[src/rtl/useq_pkg.sv]
package useq_pkg;
  localparam int PAGE_W = 4;
  localparam int OP_W   = 8;
  localparam int STEP_W = 4;
  localparam int WORD_W = 24;
  localparam int ADDR_W = PAGE_W + OP_W + STEP_W;

  typedef struct packed {
    logic [PAGE_W-1:0] page;
    logic [OP_W-1:0]   op;
    logic [STEP_W-1:0] step;
  } uaddr_t;
endpackage

[src/rtl/useq_rst_sync.sv]
module useq_rst_sync #(
  parameter int STAGES = 2
) (
  input  logic clk,
  input  logic rst_n,
  output logic rst_sync_n
);
  logic [STAGES-1:0] chain_q;
  logic [STAGES-1:0] chain_d;

  always_comb begin
    chain_d = {chain_q[STAGES-2:0], 1'b1};
  end

  always_ff @(posedge clk or negedge rst_n) begin
    if (!rst_n) chain_q <= '0;
    else        chain_q <= chain_d;
  end

  assign rst_sync_n = chain_q[STAGES-1];
endmodule

[src/rtl/useq_step_ctl.sv]
module useq_step_ctl #(
  parameter int OP_W   = 8,
  parameter int STEP_W = 4
) (
  input  logic              clk,
  input  logic              rst_ni,
  input  logic              end_i,
  input  logic [OP_W-1:0]   op_byte_i,
  output logic [OP_W-1:0]   op_o,
  output logic [STEP_W-1:0] step_o,
  output logic              bnd_o
);
  localparam logic [STEP_W-1:0] STEP_LAST = '1;
  localparam logic [STEP_W-1:0] STEP_ONE  = STEP_W'(1);

  logic [OP_W-1:0]   op_q, op_d;
  logic [STEP_W-1:0] step_q, step_d;
  logic              op_en;
  logic              bnd;

  always_comb begin
    bnd    = end_i | (step_q == STEP_LAST);
    op_en  = bnd;
    step_d = bnd ? '0 : (step_q + STEP_ONE);
    op_d   = op_en ? op_byte_i : op_q;
  end

  always_ff @(posedge clk or negedge rst_ni) begin
    if (!rst_ni) begin
      step_q <= '0;
      op_q   <= '0;
    end else begin
      step_q <= step_d;
      if (op_en) op_q <= op_d;
    end
  end

  assign op_o   = op_q;
  assign step_o = step_q;
  assign bnd_o  = bnd;

  AST_STEP_ADV: assert property (@(posedge clk) disable iff (!rst_ni)
    (!end_i && step_q != STEP_LAST) |=> (step_q == $past(step_q) + STEP_ONE));
  AST_STEP_CLR_END: assert property (@(posedge clk) disable iff (!rst_ni)
    end_i |=> (step_q == '0));
  AST_STEP_CLR_LAST: assert property (@(posedge clk) disable iff (!rst_ni)
    (step_q == STEP_LAST) |=> (step_q == '0));
  AST_OP_LOAD: assert property (@(posedge clk) disable iff (!rst_ni)
    end_i |=> (op_q == $past(op_byte_i)));
  AST_OP_HOLD: assert property (@(posedge clk) disable iff (!rst_ni)
    (!end_i && step_q != STEP_LAST) |=> $stable(op_q));
endmodule

[src/rtl/useq_page_ctl.sv]
module useq_page_ctl #(
  parameter int PAGE_W = 4
) (
  input  logic              clk,
  input  logic              rst_ni,
  input  logic              bnd_i,
  input  logic              wr_i,
  input  logic [PAGE_W-1:0] wval_i,
  output logic [PAGE_W-1:0] page_o
);
  logic [PAGE_W-1:0] pend_q, pend_d;
  logic [PAGE_W-1:0] page_q, page_d;
  logic              pend_en;
  logic              page_en;

  always_comb begin
    pend_en = wr_i;
    pend_d  = pend_en ? wval_i : pend_q;
    page_en = bnd_i;
    page_d  = pend_d;
  end

  always_ff @(posedge clk or negedge rst_ni) begin
    if (!rst_ni) begin
      pend_q <= '0;
      page_q <= '0;
    end else begin
      if (pend_en) pend_q <= pend_d;
      if (page_en) page_q <= page_d;
    end
  end

  assign page_o = page_q;

  AST_PAGE_HOLD: assert property (@(posedge clk) disable iff (!rst_ni)
    !bnd_i |=> $stable(page_q));
  AST_PAGE_SAME_CYCLE: assert property (@(posedge clk) disable iff (!rst_ni)
    (bnd_i && wr_i) |=> (page_q == $past(wval_i)));
endmodule

[src/rtl/paged_useq.sv]
module paged_useq
  import useq_pkg::*;
(
  input  logic              clk,
  input  logic              rst_n,
  input  logic [OP_W-1:0]   op_byte,
  input  logic              page_wr,
  input  logic [PAGE_W-1:0] page_val,
  input  logic              uword_end,
  input  logic [WORD_W-1:0] ucode_rdata,
  output logic [ADDR_W-1:0] ucode_addr,
  output logic [WORD_W-1:0] ctrl_word
);
  logic              rst_ni;
  logic              bnd;
  logic [OP_W-1:0]   op;
  logic [STEP_W-1:0] step;
  logic [PAGE_W-1:0] page;
  uaddr_t            addr;
  logic [WORD_W-1:0] word_q, word_d;
  logic              word_en;

  useq_rst_sync #(.STAGES(2)) u_rst (
    .clk        (clk),
    .rst_n      (rst_n),
    .rst_sync_n (rst_ni)
  );

  useq_step_ctl #(.OP_W(OP_W), .STEP_W(STEP_W)) u_step (
    .clk       (clk),
    .rst_ni    (rst_ni),
    .end_i     (uword_end),
    .op_byte_i (op_byte),
    .op_o      (op),
    .step_o    (step),
    .bnd_o     (bnd)
  );

  useq_page_ctl #(.PAGE_W(PAGE_W)) u_page (
    .clk    (clk),
    .rst_ni (rst_ni),
    .bnd_i  (bnd),
    .wr_i   (page_wr),
    .wval_i (page_val),
    .page_o (page)
  );

  always_comb begin
    addr.page = page;
    addr.op   = op;
    addr.step = step;
    word_en   = 1'b1;
    word_d    = ucode_rdata;
  end

  always_ff @(posedge clk or negedge rst_ni) begin
    if (!rst_ni)      word_q <= '0;
    else if (word_en) word_q <= word_d;
  end

  assign ucode_addr = addr;
  assign ctrl_word  = word_q;

  AST_ADDR_RESET: assert property (@(posedge clk)
    !rst_ni |-> (ucode_addr == '0));
  AST_WORD_RESET: assert property (@(posedge clk)
    !rst_ni |-> (ctrl_word == '0));
endmodule

[config.mk]
export PLATFORM = sky130hd
export DESIGN_NAME = paged_useq
export DESIGN_NICKNAME = d
export VERILOG_FILES = /design/src/rtl/useq_pkg.sv /design/src/rtl/useq_rst_sync.sv /design/src/rtl/useq_step_ctl.sv /design/src/rtl/useq_page_ctl.sv /design/src/rtl/paged_useq.sv
export SDC_FILE = /design/constraint.sdc
export NUM_CORES = 1
export LEC_CHECK = 0
export BUFFER_PORTS_ARGS = -buffer_cell sky130_fd_sc_hd__buf_2
export CORE_ASPECT_RATIO = 1.5
export CORE_MARGIN = 1.5
export CORE_UTILIZATION = 45
export DETAILED_ROUTE_END_ITERATION = 8
export PLACE_DENSITY = 0.81
export SYNTH_ARGS = -nofsm -noshare
export SYNTH_HDL_FRONTEND = slang
export SYNTH_HIERARCHICAL = 1
export SYNTH_SLANG_ARGS = --single-unit
[constraint.sdc]
create_clock -name clk -period 2.7 [get_ports clk]
set_clock_uncertainty 0.1 [all_clocks]
set_input_delay 0.54 -clock clk [delete_from_list [all_inputs] [get_ports clk]]
set_output_delay 0.54 -clock clk [all_outputs]
set_load 0.02 [all_outputs]
---- Yosys cells after proc, flatten, opt, wreduce, memory -nomap -nowiden ----
Index checks and enable logic that the tools add are counted.
word-level totals
  output and inout port bits .............. 40
  logic and storage cells ................. 11
  memories kept ........................... 0
  memory bits (read-only) ................. 0
  memory bits (writable) .................. 0
  flip-flop bits (word level) ............. 46
  input port bits ......................... 40
  bits in latches ......................... 0
operators by class
  shifts and indexed selects .............. 0
  magnitude comparators ................... 0
  bitwise operators ....................... 1
  multipliers ............................. 0
  equal/unequal tests ..................... 1
  multiplexer cells ....................... 2
  reduce and logical (&&, ||, !) cells .... 0
  add/sub/neg operators ................... 1
  divide/modulo/power cells ............... 0
operator list
  cell                   number
  $mux W4                2
  $add A4 B1 Y4 const B  1
  $eq A4 B4 Y1 const B   1
  $or A1 B1 Y1           1

---- Longest topological paths before layout ----
  depth after elaboration ................. 3
  mapped depth ............................ 4
  depth with buffers taken out ............ 3

---- Modules after synthesis ----
The synthesis kept the hierarchy.
by module, submodules not included
  module         cells an instance  sequential area each (sq um)  area an instance (sq um)  instances
  paged_useq     24                 600.6                         600.6                     1
  useq_step_ctl  31                 300.3                         495.5                     1
  useq_page_ctl  16                 200.2                         290.3                     1
  useq_rst_sync  3                  50.0                          53.8                      1

---- Worst setup path before layout ----
No wires, ideal clock.
  kind .................................... register to register
  start ................................... register u_step.step_q[0] (netlist: u_step/step_o[0])
  end ..................................... register u_page.page_q[0] (netlist: u_page/page_o[0])
  data arrival time ....................... 1.405 ns
  slack ................................... 1.071 ns
  path buffers ............................ 1
  required time ........................... 2.475 ns
  cell stages (with the launch flop) ...... 5
  path through ............................ dfrtp_1 -> ha_1 -> a31o_1 -> buf_6 -> mux2_2
between the ends
  longest elaborated chain between the ends .. 2
RTL lines
  item                    line                 text
  from (decl)             useq_step_ctl.sv:17  logic [STEP_W-1:0] step_q, step_d;
  from (signal assigned)  useq_step_ctl.sv:33  step_q <= step_d;
  $eq A4 B4 Y1            useq_step_ctl.sv:22  bnd = end_i | (step_q == STEP_LAST);
  $or A1 B1 Y1            useq_step_ctl.sv:22
  named net bnd           paged_useq.sv:15     logic bnd;
  to (signal assigned)    useq_page_ctl.sv:29  if (page_en) page_q <= page_d;
  to (decl)               useq_page_ctl.sv:12  logic [PAGE_W-1:0] page_q, page_d;
The timed path passes the listed nets, and every way through them passes these cells.
A chain may end at the register's enable or synchronous reset.

---- Worst setup path after layout ----
Ends and elaborated chain as after synthesis.

==> results by group <==
STA
  • Final Hold Viols: 0
  • RSZ-0062 raised after global routing: no
  • Worst hold slack: roughly 0.25 ns
  • Crit share post-route: between 70% and 80%
  • Slew margin rel.: about two fifths
  • F_max: 528 MHz
  • Final worst slack: 0.807 ns
  • Setup_tns: 0 ns
  • Slew @ Worst Pin: 0.902 ns
  • Final setup viols: 0
  • Pins over their slew limit: 0
  • Minimum clock period: ~1.9 ns

Drt
  • TritonRoute pass-1 iters: 4
  • DR WL/cell: ~14 um
  • Vias per inst: roughly 4.6
  • Initial DRC count: 13
  • Via count: 932
  • DRC: 0
  • ANT nets after route: 0
  • Detailed Route WL: 2800 um

GRT
  • Largest net degree at the start of global routing: 45
  • First-pass GRT wire length: 4300 um
  • Initial antenna violation count: 0
  • Global route total overflow: 0
  • Tot GR Track Use: between 15 and 20%
  • Vias in the first global route: 946

Logic synthesis
  • Synth warn: 6
  • Synth Area in Compound Gates: between 2 and 2.5%
  • Post-Syn Instances: 74
  • Adder-Cell Fraction of Synth Area: 0.869%
  • Post-synthesis net count: between 100 and 150
  • Post-Synth XOR/XNOR Area: 0.608%
  • Largest family of logic cells by synthesized area: multiplexers
  • Synth Cell Area: 1440 um2
  • Simple-Gate Fraction of Synth Area: 0.782%
  • Distinct cells, synth: 13
  • Sequential area share after synthesis: 79.9%
  • Syn Area/Cell: roughly 20 um2
  • Post-synthesis mux area share: 14.3%
  • Synth Register Bits: 46

Finish
  • Share of the core filled with cells: about 64%
  • Fillcell total: 229
  • Storage cell area: ~1200 um2
  • Finished Cell Area: 1990 um2
  • Commonest non-fill, non-tap cell in the layout: buf_2
  • NumNets Final: approximately 200
  • Non-Filler Instances: approximately 200
  • Layout area overhead: 38.5%
  • N_diodes: 0
  • Layout cells sized above 1: 64.6%
  • Footprint of the multi-input gates: 274 um2
  • Most frequent cells in the layout: 79 x buf_2, 45 x dfrtp_1, 9 x mux2_2, 7 x mux2_4, 5 x clkbuf_8

Worst setup path
  • CP max stage delay: 0.62 ns
  • Type of origin of the critical path: flop
  • Crit Path Max Fanout: 14
  • Worst r2r dst: u_page/page_o[0]
  • CP Class: flop to flop
  • Crit path required time: roughly 2.8 ns
  • Critical Path Source: u_step/step_o[0]
  • CP cell instances: ha_1 > a31o_1 > mux2_2
  • Worst r2r path cells: 3
  • Reg2Reg Setup Slack: 0.81 ns
  • CP arrival: 1.97 ns
  • Critical Path End Type: flop
  • Worst r2r src: u_step/step_o[0]
  • CP max-delay cell: a31o_1

Placement
  • Placer Congestion: 0.689
  • Post-DP Area: around 1900 um2
  • Port buffer count: slightly below 80
  • Dpl hpwl: 2130 um
  • Placed cells: 192
  • Worst slack, placed: 0.806 ns

Clocking
  • CTS tree: yes
  • H-tree Lvls: 2
  • Post-CTS setup buffers: 0
  • Root Driver: clkbuf_8
  • Max Root-Sink Buffers: 2
  • Num CTS Buffers: 5
  • Clock latency on the worst-skew pair: roughly 0.29 ns
  • Number of clock sinks: 46
  • Clock transition at path regs: 0.08 ns

Power
  • Design Power: 1.44 mW
  • P_leak: 1.05 nW
  • Power Density: 722 nW/um2
  • IR Drop Worst-Case VDD: between 0.0004 and 0.0005 V

Hold path
  • Hold Path Stages: 1
  • Worst Hold Endpoint: ctrl_word[7]
  • Hold_sp: ucode_rdata[7]
  • HP Class: input pin to flop

Die
  • DIE AREA: 3560 um2
  • IO Pins: 80
  • Row count: 25
  • Die H: 72.3 um
  • Core area: 3100 um2
  • Starting Density: 46.5%
  • Die X: 49.2 um

Status
  • Outcome: finished clean

Job
  • Max-cap violations: 0
==> layer usage <==
metal  GRT usage [%]  wire (um)  vias up
li1                -          -      415
met1            18.4       1000      470
met2            28.4       1590       43
met3            5.56        161        4
met4            9.21         39        0
met5               0          0        -
==> cell families after synthesis <==
kind of cell / Yosys count
AOI/OAI and AO/OA: 4
xor gates and xnor gates: 1
adders and majority gates: 1
buffers and inverters: 2
DFF: 46
muxes: 16
other: 1
and+or+nand+nor: 3
==> layout make-up <==
type	instances	share of cell area, %
Sequential cell	46	57.8
Tap cell	40	2.51
Clock buffer	5	3.45
Inverter	1	0.188
Clock inverter	3	2.01
Timing Repair Buffer	80	20.3
Multi-Input combinational cell	26	13.7
==> repair_timing <==
item,in CTS,in global routing
resized for setup,0,0
endpoints found under the hold margin,2,0
hold buffers,1,0
==> critical path, delay by kind of cell (launching register included) <==
| kind | cells | cell delay, ns |
|---|---|---|
| fa+ha+maj | 1 | 0.23 |
| compound gates | 1 | 0.62 |
| mux | 1 | 0.41 |
| flops | 1 | 0.41 |
==> synthesized netlist by cell type (all sizes together) <==
cell type   n  area, um2
a21o        1       7.51
a311oi      1       8.76
dfrtp      46       1150
xnor2       1       8.76
inv         1       3.75
mux2       16        206
conb        1       3.75
buf         1       11.3
ha          1       12.5
a31o        1       8.76
a31oi       1       6.26
nor2        3       11.3
==> sequential cells by signal (all words and copies together) (netlist names) <==
signal and flops:
ctrl_word 24, u_page/page_o 4, u_page/pend_q 4, u_rst/chain_q 2, u_step/op_o 8, u_step/step_o 4
==> how the worst max path moves through the flow <==
stage / to / slack, ns / depth (start not counted)
detailed placement: u_page/page_o[2] / 0.81 / 3
global placement: u_page/page_o[1] / 0.90 / 3
CTS: u_page/page_o[2] / 0.80 / 3
finish: u_page/page_o[0] / 0.81 / 3
global route: u_page/page_o[0] / 0.70 / 3
floorplan: u_page/page_o[0] / 1.07 / 4
==> power breakdown <==
group	total [mW]	leakage [nW]	internal, mW	switching, mW
Sequential	0.772	0.542	0.738	0.0333
Clock	0.484	0.0579	0.272	0.212
Combinational	0.185	0.450	0.0845	0.101
Note: power is estimated with default switching activity, not from simulation.
